$ cat config.mk
export PLATFORM = sky130hd
export DESIGN_NAME = wkup_sleep_ctrl
export DESIGN_NICKNAME = d
export VERILOG_FILES = /design/src/rtl/wk_pkg.sv /design/src/rtl/wk_prescaler.sv /design/src/rtl/wk_timer0.sv /design/src/rtl/wk_stab.sv /design/src/rtl/wkup_sleep_ctrl.sv
export SDC_FILE = /design/constraint.sdc
export NUM_CORES = 1
export LEC_CHECK = 0
export BUFFER_PORTS_ARGS = -buffer_cell sky130_fd_sc_hd__buf_4
export CAP_MARGIN = 20
export CORE_MARGIN = 1
export CORE_UTILIZATION = 25
export CTS_BUF_LIST = sky130_fd_sc_hd__clkbuf_4 sky130_fd_sc_hd__clkbuf_8
export DETAILED_ROUTE_END_ITERATION = 6
export GPL_TIMING_DRIVEN = 1
export PLACE_DENSITY = 0.39
export SLEW_MARGIN = 20
export SYNTH_ARGS = -nofsm -noshare
export SYNTH_HDL_FRONTEND = slang
export SYNTH_SLANG_ARGS = --single-unit
export TNS_END_PERCENT = 5
$ cat constraint.sdc
create_clock -name clk -period 2.3 [get_ports clk]
set_input_delay 0.23 -clock clk [delete_from_list [all_inputs] [get_ports clk]]
set_output_delay 0.23 -clock clk [all_outputs]
set_load 0.01 [all_outputs]
$ cat src/rtl/wk_pkg.sv
package wk_pkg;

  typedef enum logic [1:0] {
    ST_RUN  = 2'd0,
    ST_NAP  = 2'd1,
    ST_HALT = 2'd2
  } wk_state_e;

  // Only this tap keeps ticking while napping
  localparam logic [1:0] NAP_TAP = 2'd3;

  // log2 of the divide ratio for a tap: four taps spaced by 4x, top tap = full prescaler
  function automatic int tap_log2(input int pre_w, input int sel);
    return pre_w - 2 * (3 - sel);
  endfunction

  // Next settling count; returns the terminal flag via the compare
  function automatic logic stab_done(input int unsigned cnt, input int unsigned cyc);
    return cnt == (cyc - 1);
  endfunction

endpackage

$ cat src/rtl/wk_prescaler.sv
module wk_prescaler #(
  parameter int PRE_W = 11
) (
  input  logic             clk,
  input  logic             rst_n,
  input  logic             run_en,
  input  logic [1:0]       tap_sel,
  output logic [PRE_W-1:0] pre_q,
  output logic             tap_tick
);
  import wk_pkg::*;

  logic [3:0] tick_v;

  always_ff @(posedge clk or negedge rst_n) begin
    if (!rst_n)      pre_q <= '0;
    else if (run_en) pre_q <= pre_q + 1'b1;
  end

  for (genvar g = 0; g < 4; g++) begin : g_tap
    localparam int LG = tap_log2(PRE_W, g);
    assign tick_v[g] = &pre_q[LG-1:0];
  end

  assign tap_tick = run_en & tick_v[tap_sel];


  pre_frozen_chk: assert property (@(posedge clk) disable iff (!rst_n)
    !run_en |=> $stable(pre_q));

endmodule

$ cat src/rtl/wk_timer0.sv
module wk_timer0 #(
  parameter int CNT_W = 8
) (
  input  logic             clk,
  input  logic             rst_n,
  input  logic             active,
  input  logic             tick,
  input  logic [CNT_W-1:0] cmp,
  output logic [CNT_W-1:0] cnt_q,
  output logic             match
);

  assign match = active & tick & (cnt_q == cmp);

  always_ff @(posedge clk or negedge rst_n) begin
    if (!rst_n)       cnt_q <= '0;
    else if (!active) cnt_q <= '0;
    else if (tick)    cnt_q <= match ? '0 : cnt_q + 1'b1;
  end


  tmr_restart_chk: assert property (@(posedge clk) disable iff (!rst_n)
    match |=> (cnt_q == '0));


  tmr_idle_chk: assert property (@(posedge clk) disable iff (!rst_n)
    (active && !tick) |=> $stable(cnt_q));

endmodule

$ cat src/rtl/wk_stab.sv
module wk_stab #(
  parameter int STAB_CYC = 256000
) (
  input  logic clk,
  input  logic rst_n,
  output logic core_rst_n
);
  import wk_pkg::*;

  localparam int SW = $clog2(STAB_CYC + 1);

  logic [SW-1:0] cnt_q;
  logic          last_w;

  assign last_w = stab_done(32'(cnt_q), STAB_CYC);

  always_ff @(posedge clk or negedge rst_n) begin
    if (!rst_n) begin
      cnt_q      <= '0;
      core_rst_n <= 1'b0;
    end else if (!core_rst_n) begin
      if (last_w) core_rst_n <= 1'b1;
      else        cnt_q      <= cnt_q + 1'b1;
    end
  end


  stab_len_chk: assert property (@(posedge clk) disable iff (!rst_n)
    $rose(core_rst_n) |-> ($past(cnt_q) == SW'(STAB_CYC - 1)));


  stab_hold_chk: assert property (@(posedge clk) disable iff (!rst_n)
    core_rst_n |=> core_rst_n);

endmodule

$ cat src/rtl/wkup_sleep_ctrl.sv
module wkup_sleep_ctrl #(
  parameter int PRE_W    = 11,
  parameter int CNT_W    = 8,
  parameter int STAB_CYC = 256000
) (
  input  logic             clk,
  input  logic             rst_n,
  input  logic             stop_req,
  input  logic             wkup_mode,
  input  logic             int_en,
  input  logic             ext_irq,
  input  logic [1:0]       tap_sel,
  input  logic [CNT_W-1:0] tmr_cmp,
  output logic             cpu_clk_en,
  output logic             osc_en,
  output logic             wkup_evt,
  output logic             vec_sel,
  output logic             core_rst_n
);
  import wk_pkg::*;

  wk_state_e        st_q, st_d;
  logic [PRE_W-1:0] pre_q;
  logic [CNT_W-1:0] tcnt_q;
  logic             pre_tick;
  logic             nap_tick;
  logic             tmr_match;
  logic             go_stop;
  logic             instant_wake;
  logic             nap_wake;
  logic             wake_w;

  // Named internal events
  assign go_stop      = stop_req & core_rst_n & (st_q == ST_RUN);
  assign instant_wake = go_stop & wkup_mode & ext_irq;
  assign nap_wake     = (st_q == ST_NAP) & (ext_irq | tmr_match);
  assign wake_w       = instant_wake | nap_wake;
  assign nap_tick     = pre_tick & (tap_sel == NAP_TAP);

  assign osc_en     = (st_q != ST_HALT);
  assign cpu_clk_en = (st_q == ST_RUN);

  wk_prescaler #(.PRE_W(PRE_W)) u_pre (
    .clk(clk), .rst_n(rst_n), .run_en(osc_en), .tap_sel(tap_sel),
    .pre_q(pre_q), .tap_tick(pre_tick)
  );

  wk_timer0 #(.CNT_W(CNT_W)) u_tmr (
    .clk(clk), .rst_n(rst_n), .active(st_q == ST_NAP), .tick(nap_tick),
    .cmp(tmr_cmp), .cnt_q(tcnt_q), .match(tmr_match)
  );

  wk_stab #(.STAB_CYC(STAB_CYC)) u_stab (
    .clk(clk), .rst_n(rst_n), .core_rst_n(core_rst_n)
  );

  always_comb begin
    st_d = st_q;
    unique case (st_q)
      ST_RUN:  if (go_stop && !instant_wake) st_d = wkup_mode ? ST_NAP : ST_HALT;
      ST_NAP:  if (nap_wake) st_d = ST_RUN;
      ST_HALT: st_d = ST_HALT;
      default: st_d = ST_RUN;
    endcase
  end

  always_ff @(posedge clk or negedge rst_n) begin
    if (!rst_n) begin
      st_q     <= ST_RUN;
      wkup_evt <= 1'b0;
      vec_sel  <= 1'b0;
    end else begin
      st_q     <= st_d;
      wkup_evt <= wake_w;
      if (wake_w) vec_sel <= int_en;
    end
  end


  nap_entry_chk: assert property (@(posedge clk) disable iff (!rst_n)
    (go_stop && wkup_mode && !ext_irq) |=> (!cpu_clk_en && osc_en));


  halt_entry_chk: assert property (@(posedge clk) disable iff (!rst_n)
    (go_stop && !wkup_mode) |=> (!cpu_clk_en && !osc_en));


  halt_stay_chk: assert property (@(posedge clk) disable iff (!rst_n)
    !osc_en |=> (!osc_en && !cpu_clk_en && !wkup_evt));


  vec_pick_chk: assert property (@(posedge clk) disable iff (!rst_n)
    wkup_evt |-> (vec_sel == $past(int_en)));


  evt_clk_chk: assert property (@(posedge clk) disable iff (!rst_n)
    wkup_evt |-> cpu_clk_en);


  same_cycle_chk: assert property (@(posedge clk) disable iff (!rst_n)
    instant_wake |=> (cpu_clk_en && wkup_evt));


  stop_masked_chk: assert property (@(posedge clk) disable iff (!rst_n)
    (!core_rst_n && cpu_clk_en) |=> cpu_clk_en);

endmodule

======== Word-level counts from Yosys, hierarchy flattened ========
Cells that the tools add are included.
storage, ports and cells
  input bits .............................. 16
  word-level logic and storage cells ...... 53
  flip-flop bits (word level) ............. 42
operators by class
  equality and inequality tests ........... 9
  reductions and logical operators ........ 9
  add/subtract/negate cells ............... 3
  muxes and demuxes ....................... 11
  bitwise logic cells ..................... 13
  magnitude comparators ................... 1
operators with widths
  kind                                                                      number
  8-bit 2-to-1 mux                                                          3
  18-bit by 1-bit adder with 18-bit output (second input constant)          1
  18-bit equality test (second input constant)                              1
  11-bit by 1-bit adder with 11-bit output (second input constant)          1
  11-bit AND reduction                                                      1
  1-bit bitwise AND                                                         9
  9-bit AND reduction                                                       1
  8-bit by 1-bit adder with 8-bit output (second input constant)            1
  8-bit equality test                                                       1
  7-bit AND reduction                                                       1
  2-bit 2-to-1 mux                                                          3
  2-bit inequality test (second input constant)                             3
  2-bit case mux with 3 select lines                                        1
  5-bit AND reduction                                                       1
  2-bit equality test (second input constant)                               2
  2-bit AND reduction                                                       2
  2-bit by 3-bit < comparator with 1-bit output (second input constant)     1
  1-bit 2-to-1 mux                                                          3
  1-bit binary-select mux with 2-bit select                                 1
  2-bit by 1-bit equality test with 1-bit output (second input constant)    1
  2-bit zero test                                                           1
  2-bit by 1-bit inequality test with 1-bit output (second input constant)  1
  1-bit inverter                                                            2
  1-bit bitwise OR                                                          2
  2 further kinds                                                           2

======== Longest topological paths before layout ========
  depth after elaboration ................. 11
  depth in mapped cells ................... 6

======== Modules after synthesis ========
From an unflattened synthesis, not the netlist that was laid out.
second synthesis, totals
  cell total of the unflattened synthesis .. 206
  area, all modules ....................... 2248.4 um2
by module, submodules not included
  module           area an instance (um2)  seq. area each (um2)  instances  cells an instance
  wk_stab          928.4                   475.5                 1          79
  wk_prescaler     594.3                   275.3                 1          51
  wk_timer0        528.0                   200.2                 1          58
  wkup_sleep_ctrl  197.7                   100.1                 1          18

======== Least setup slack after synthesis ========
OpenSTA, ideal clock, no wires.
  path kind ............................... reg-to-reg
  start point ............................. register u_pre.pre_q[0]
  end point ............................... register vec_sel
  buffers on the path ..................... 0
  setup time .............................. 0.122 ns
  setup slack ............................. 0.239 ns
  stages on the path, launching flop included .. 6
  required time ........................... 2.178 ns
  arrival ................................. 1.940 ns
  clock period less this slack ............ 2.061 ns
  cell sequence ........................... dfrtp_1 -> ha_1 -> nand4_1 -> or4_2 -> or4_1 -> a32o_1
on the way
  longest elaborated chain between the ends .. 10
RTL lines
  item                                                RTL line               source
  start: declaration                                  wk_prescaler.sv:8      output logic [PRE_W-1:0] pre_q,
  start signal: assignment                            wk_prescaler.sv:17     else if (run_en) pre_q <= pre_q + 1'b1;
  11-bit AND reduction, or another cell as far along  wk_prescaler.sv:22     assign tick_v[g] = &pre_q[LG-1:0];
  1-bit binary-select mux with 2-bit select *         wk_prescaler.sv:25     assign tap_tick = run_en & tick_v[tap_sel];
  1-bit 2-to-1 mux (implied by the code) *            wk_prescaler.sv:25
  1-bit bitwise AND *                                 wk_prescaler.sv:25
  1-bit bitwise AND *                                 wkup_sleep_ctrl.sv:38  assign nap_tick = pre_tick & (tap_sel == NAP_TAP);
  1-bit bitwise AND * (2 in a row)                    wk_timer0.sv:13        assign match = active & tick & (cnt_q == cmp);
  1-bit bitwise OR *                                  wkup_sleep_ctrl.sv:36  assign nap_wake = (st_q == ST_NAP) & (ext_irq | tmr_match);
  1-bit bitwise AND *                                 wkup_sleep_ctrl.sv:36
  1-bit bitwise OR *                                  wkup_sleep_ctrl.sv:37  assign wake_w = instant_wake | nap_wake;
  end signal: assignment                              wkup_sleep_ctrl.sv:75  if (wake_w) vec_sel <= int_en;
  end: declaration                                    wkup_sleep_ctrl.sv:17  output logic vec_sel,
Mark *: on every way between the ends. The rest lies on a longest branch, timed or not. The select of a mux whose other input is x is not followed.
A chain may end at the register's enable or synchronous reset.

======== Worst setup path in the final report ========
Ends and elaborated chain as after synthesis.

==> results.txt <==
CTS clk-pin slew, worst paths: 0.09 ns
Setup TNS: 0 ns
CTS Sinks: 42
Die footprint: 9387 µm²
Die height: 96.89 µm
Worst Path Buf+Inv: 0
Post-route cell area: 2650 µm²
Initial antenna violation count: 0
Cell Area, Synth: 2251 µm²
Crit path max-delay family: simple AND/OR/NAND/NOR gates
Largest net degree at the start of global routing: 43
Most frequent cells after synthesis: 42 x dfrtp_1, 26 x nand2_1, 15 x nand3_1
RSZ-0062 raised after global routing: no
Clock skew: 0.005320 ns
Drt pass-1 iters: 4
DRT Wirelength: 5.109 mm
Stage delay of the slowest cell on the critical path: 0.67 ns
First-pass GRT wire length: 8.832 mm
Hold Crit Class: input pin to flip-flop
Post-CTS setup buffers: 0
Vias in the first global route: 1764
Core region area: 8721 µm²
Clock Latency Late Sink: 0.30 ns
Cells after Synth: 227
Die width: 96.89 µm
H-tree Lvls: 2
P&R area growth vs syn: 17.73%
Peak supply drop: 0.0001802 V
Layout cells sized above 1: 15.75%
Area share of the largest cell type after synthesis: 46.69%
Top Ports: 21
# setup viols final: 0
Drt wl/cell: 14.11 µm
Critical Path AT: 2.36 ns
Util after Layout: 30.39%
Slowest library cell on the worst path: or4_2
Max-cap check violation count: 0
Initial Util: 25.81%
DRC violations left: 0
CTS buffer count: 5
Ranking of synthesized cells by area: dfrtp_1 47%, xnor2_1 5.4%, xor2_1 5.4%, nand2_1 4.3%, nand3_1 3.3%
Hold-fix buffers at CTS: 1
Final Hold Vio Count: 0
Crit path cell chain: ha_1, nand4_1, or4_2, or4_1, a32o_1
# port buffers: 20
Gr ovfl total: 0
Antenna diode count: 0
CTS tree: built
Vias: 1840
Root Driver: clkbuf_8
Fill count: 919
Post-synthesis sequential area ratio: 46.69%
Synth unique cells: 44
Yosys Warn Count: 0
Worst hold slack: 0.1078 ns
Tmin final: 2.172 ns
P per Cell Area: 489.2 nW/µm²
# nets final: 274
Fin crit share: 94.43%
1st-iter DRT viols: 74
Post-DRT Antenna Nets: 0
Leak: 1.177 nW
CTS Buffer Depth: 2
Data required time of the worst path: 2.49 ns
Worst slack, placed: 0.1471 ns
Synth area leader: dfrtp_1
Crit path max fanout: 4
Count leader, synth: dfrtp_1
Outcome: completed
Post-synth EDFFs: 0
Post_cts resized: 0
Slew HR: 53.46%
Worst Setup End Kind: flip-flop
Routability cong.: 0.7848
Final Max Tran Viols: 0
Dpl cell area: 2545 µm²
Setup CP Type: flip-flop to flip-flop
Synth Area per Inst: 9.916 µm²
Routed vias/inst: 5.083
Synth Flop Type: dfrtp_1
FFs w/ async S/R, synth: 100.0%
FMAX: 0.4604 GHz
DP HPWL: 3.673 mm
GRT Util Overall: 11.75%
Syn nets: 248
Setup ws final: 0.1281 ns
#FFs+latches synth: 42
Rows: 34
CP startpoint kind: flip-flop
Tightest Pin Transition: 0.6967 ns
[final timing paths]
kind	from	endpoint	slack (ns)	cells after the start
worst max-delay path	u_pre.pre_q[0]	vec_sel	0.13	5
worst min-delay path	ext_irq	st_q[0]	0.11	2
worst max register to register	u_pre.pre_q[0]	vec_sel	0.13	5
worst min register to register	u_stab.cnt_q[17]	u_stab.cnt_q[17]	0.46	1
max in group asynchronous	rst_n	u_pre.pre_q[9]	1.45	2
min in group asynchronous	rst_n	u_stab.cnt_q[12]	0.46	2
[registers in the layout (all words and copies together), names as in the netlist]
signal             flops
u_tmr.cnt_q            8
vec_sel                1
u_stab.cnt_q          18
u_pre.pre_q           11
st_q                   2
u_stab.core_rst_n      1
wkup_evt               1
[layout make-up]
| cell class | instances | area, µm² | area share (%) |
|---|---|---|---|
| well taps | 108 | 135.1 | 5.099 |
| inverters | 8 | 30.03 | 1.133 |
| clock inverters | 2 | 12.51 | 0.4721 |
| multi-input cells | 169 | 1134 | 42.78 |
| flip-flops and latches | 42 | 1051 | 39.66 |
| clock buffers | 6 | 82.58 | 3.116 |
| repair buffers | 27 | 205.2 | 7.743 |
[worst reg2reg max path, delay by kind of cell (launching register included)]
family / cells / cell delay, ns
AO/OA/AOI/OAI: 1 / 0.21
adder cells (fa/ha/maj): 1 / 0.23
flip-flops: 1 / 0.39
AND/OR/NAND/NOR: 3 / 1.25
[cells by family (layout without fill, tap and decap cells)]
group	after synthesis	after routing	share of synthesized area (%)
flops	42	42	46.69
fa+ha+maj	5	5	2.779
mux	2	2	1.000
xor+xnor	28	28	10.90
compound gates	34	34	10.90
buf+inv	16	43	2.946
simple gates	100	100	24.79
[cell usage in the layout, fill, tap and decap left out, types with 7 or more instances in the layout]
master,instances
dfrtp_1,42
nand2_1,26
buf_4,26
nand3_1,15
xnor2_1,14
xor2_1,14
inv_1,8
nand4_1,8
a21oi_1,8
nor3_1,7
nor4_1,7
[where the power goes]
group	internal, mW	switching (mW)
sequential	0.738	0
combinational	0.0241	0.0273
clock	0.242	0.266
[per-layer routing]
| layer | track usage (%) | vias to the layer above | part of all wire [%] | routed length, µm |
|---|---|---|---|---|
| met1 | 15.50 | 894 | 48 | 2443 |
| met3 | 2.529 | 5 | 5.2 | 266 |
| met4 | 4.248 | 0 | 1.3 | 64 |
| met2 | 18.91 | 54 | 46 | 2334 |
| met5 | 0 | - | 0 | 0 |
| li1 | - | 887 | - | - |
[through the flow]
| stage | instances | power (mW) |
|---|---|---|
| after global placement | 353 | 0.8053 |
| after global routing | 362 | 1.365 |
| after detailed placement | 353 | 0.8050 |
| after CTS | 362 | 1.331 |
| final | 362 | 1.296 |
| after floorplan | 227 | 0.7624 |
Power figures use the tool's default switching activity.
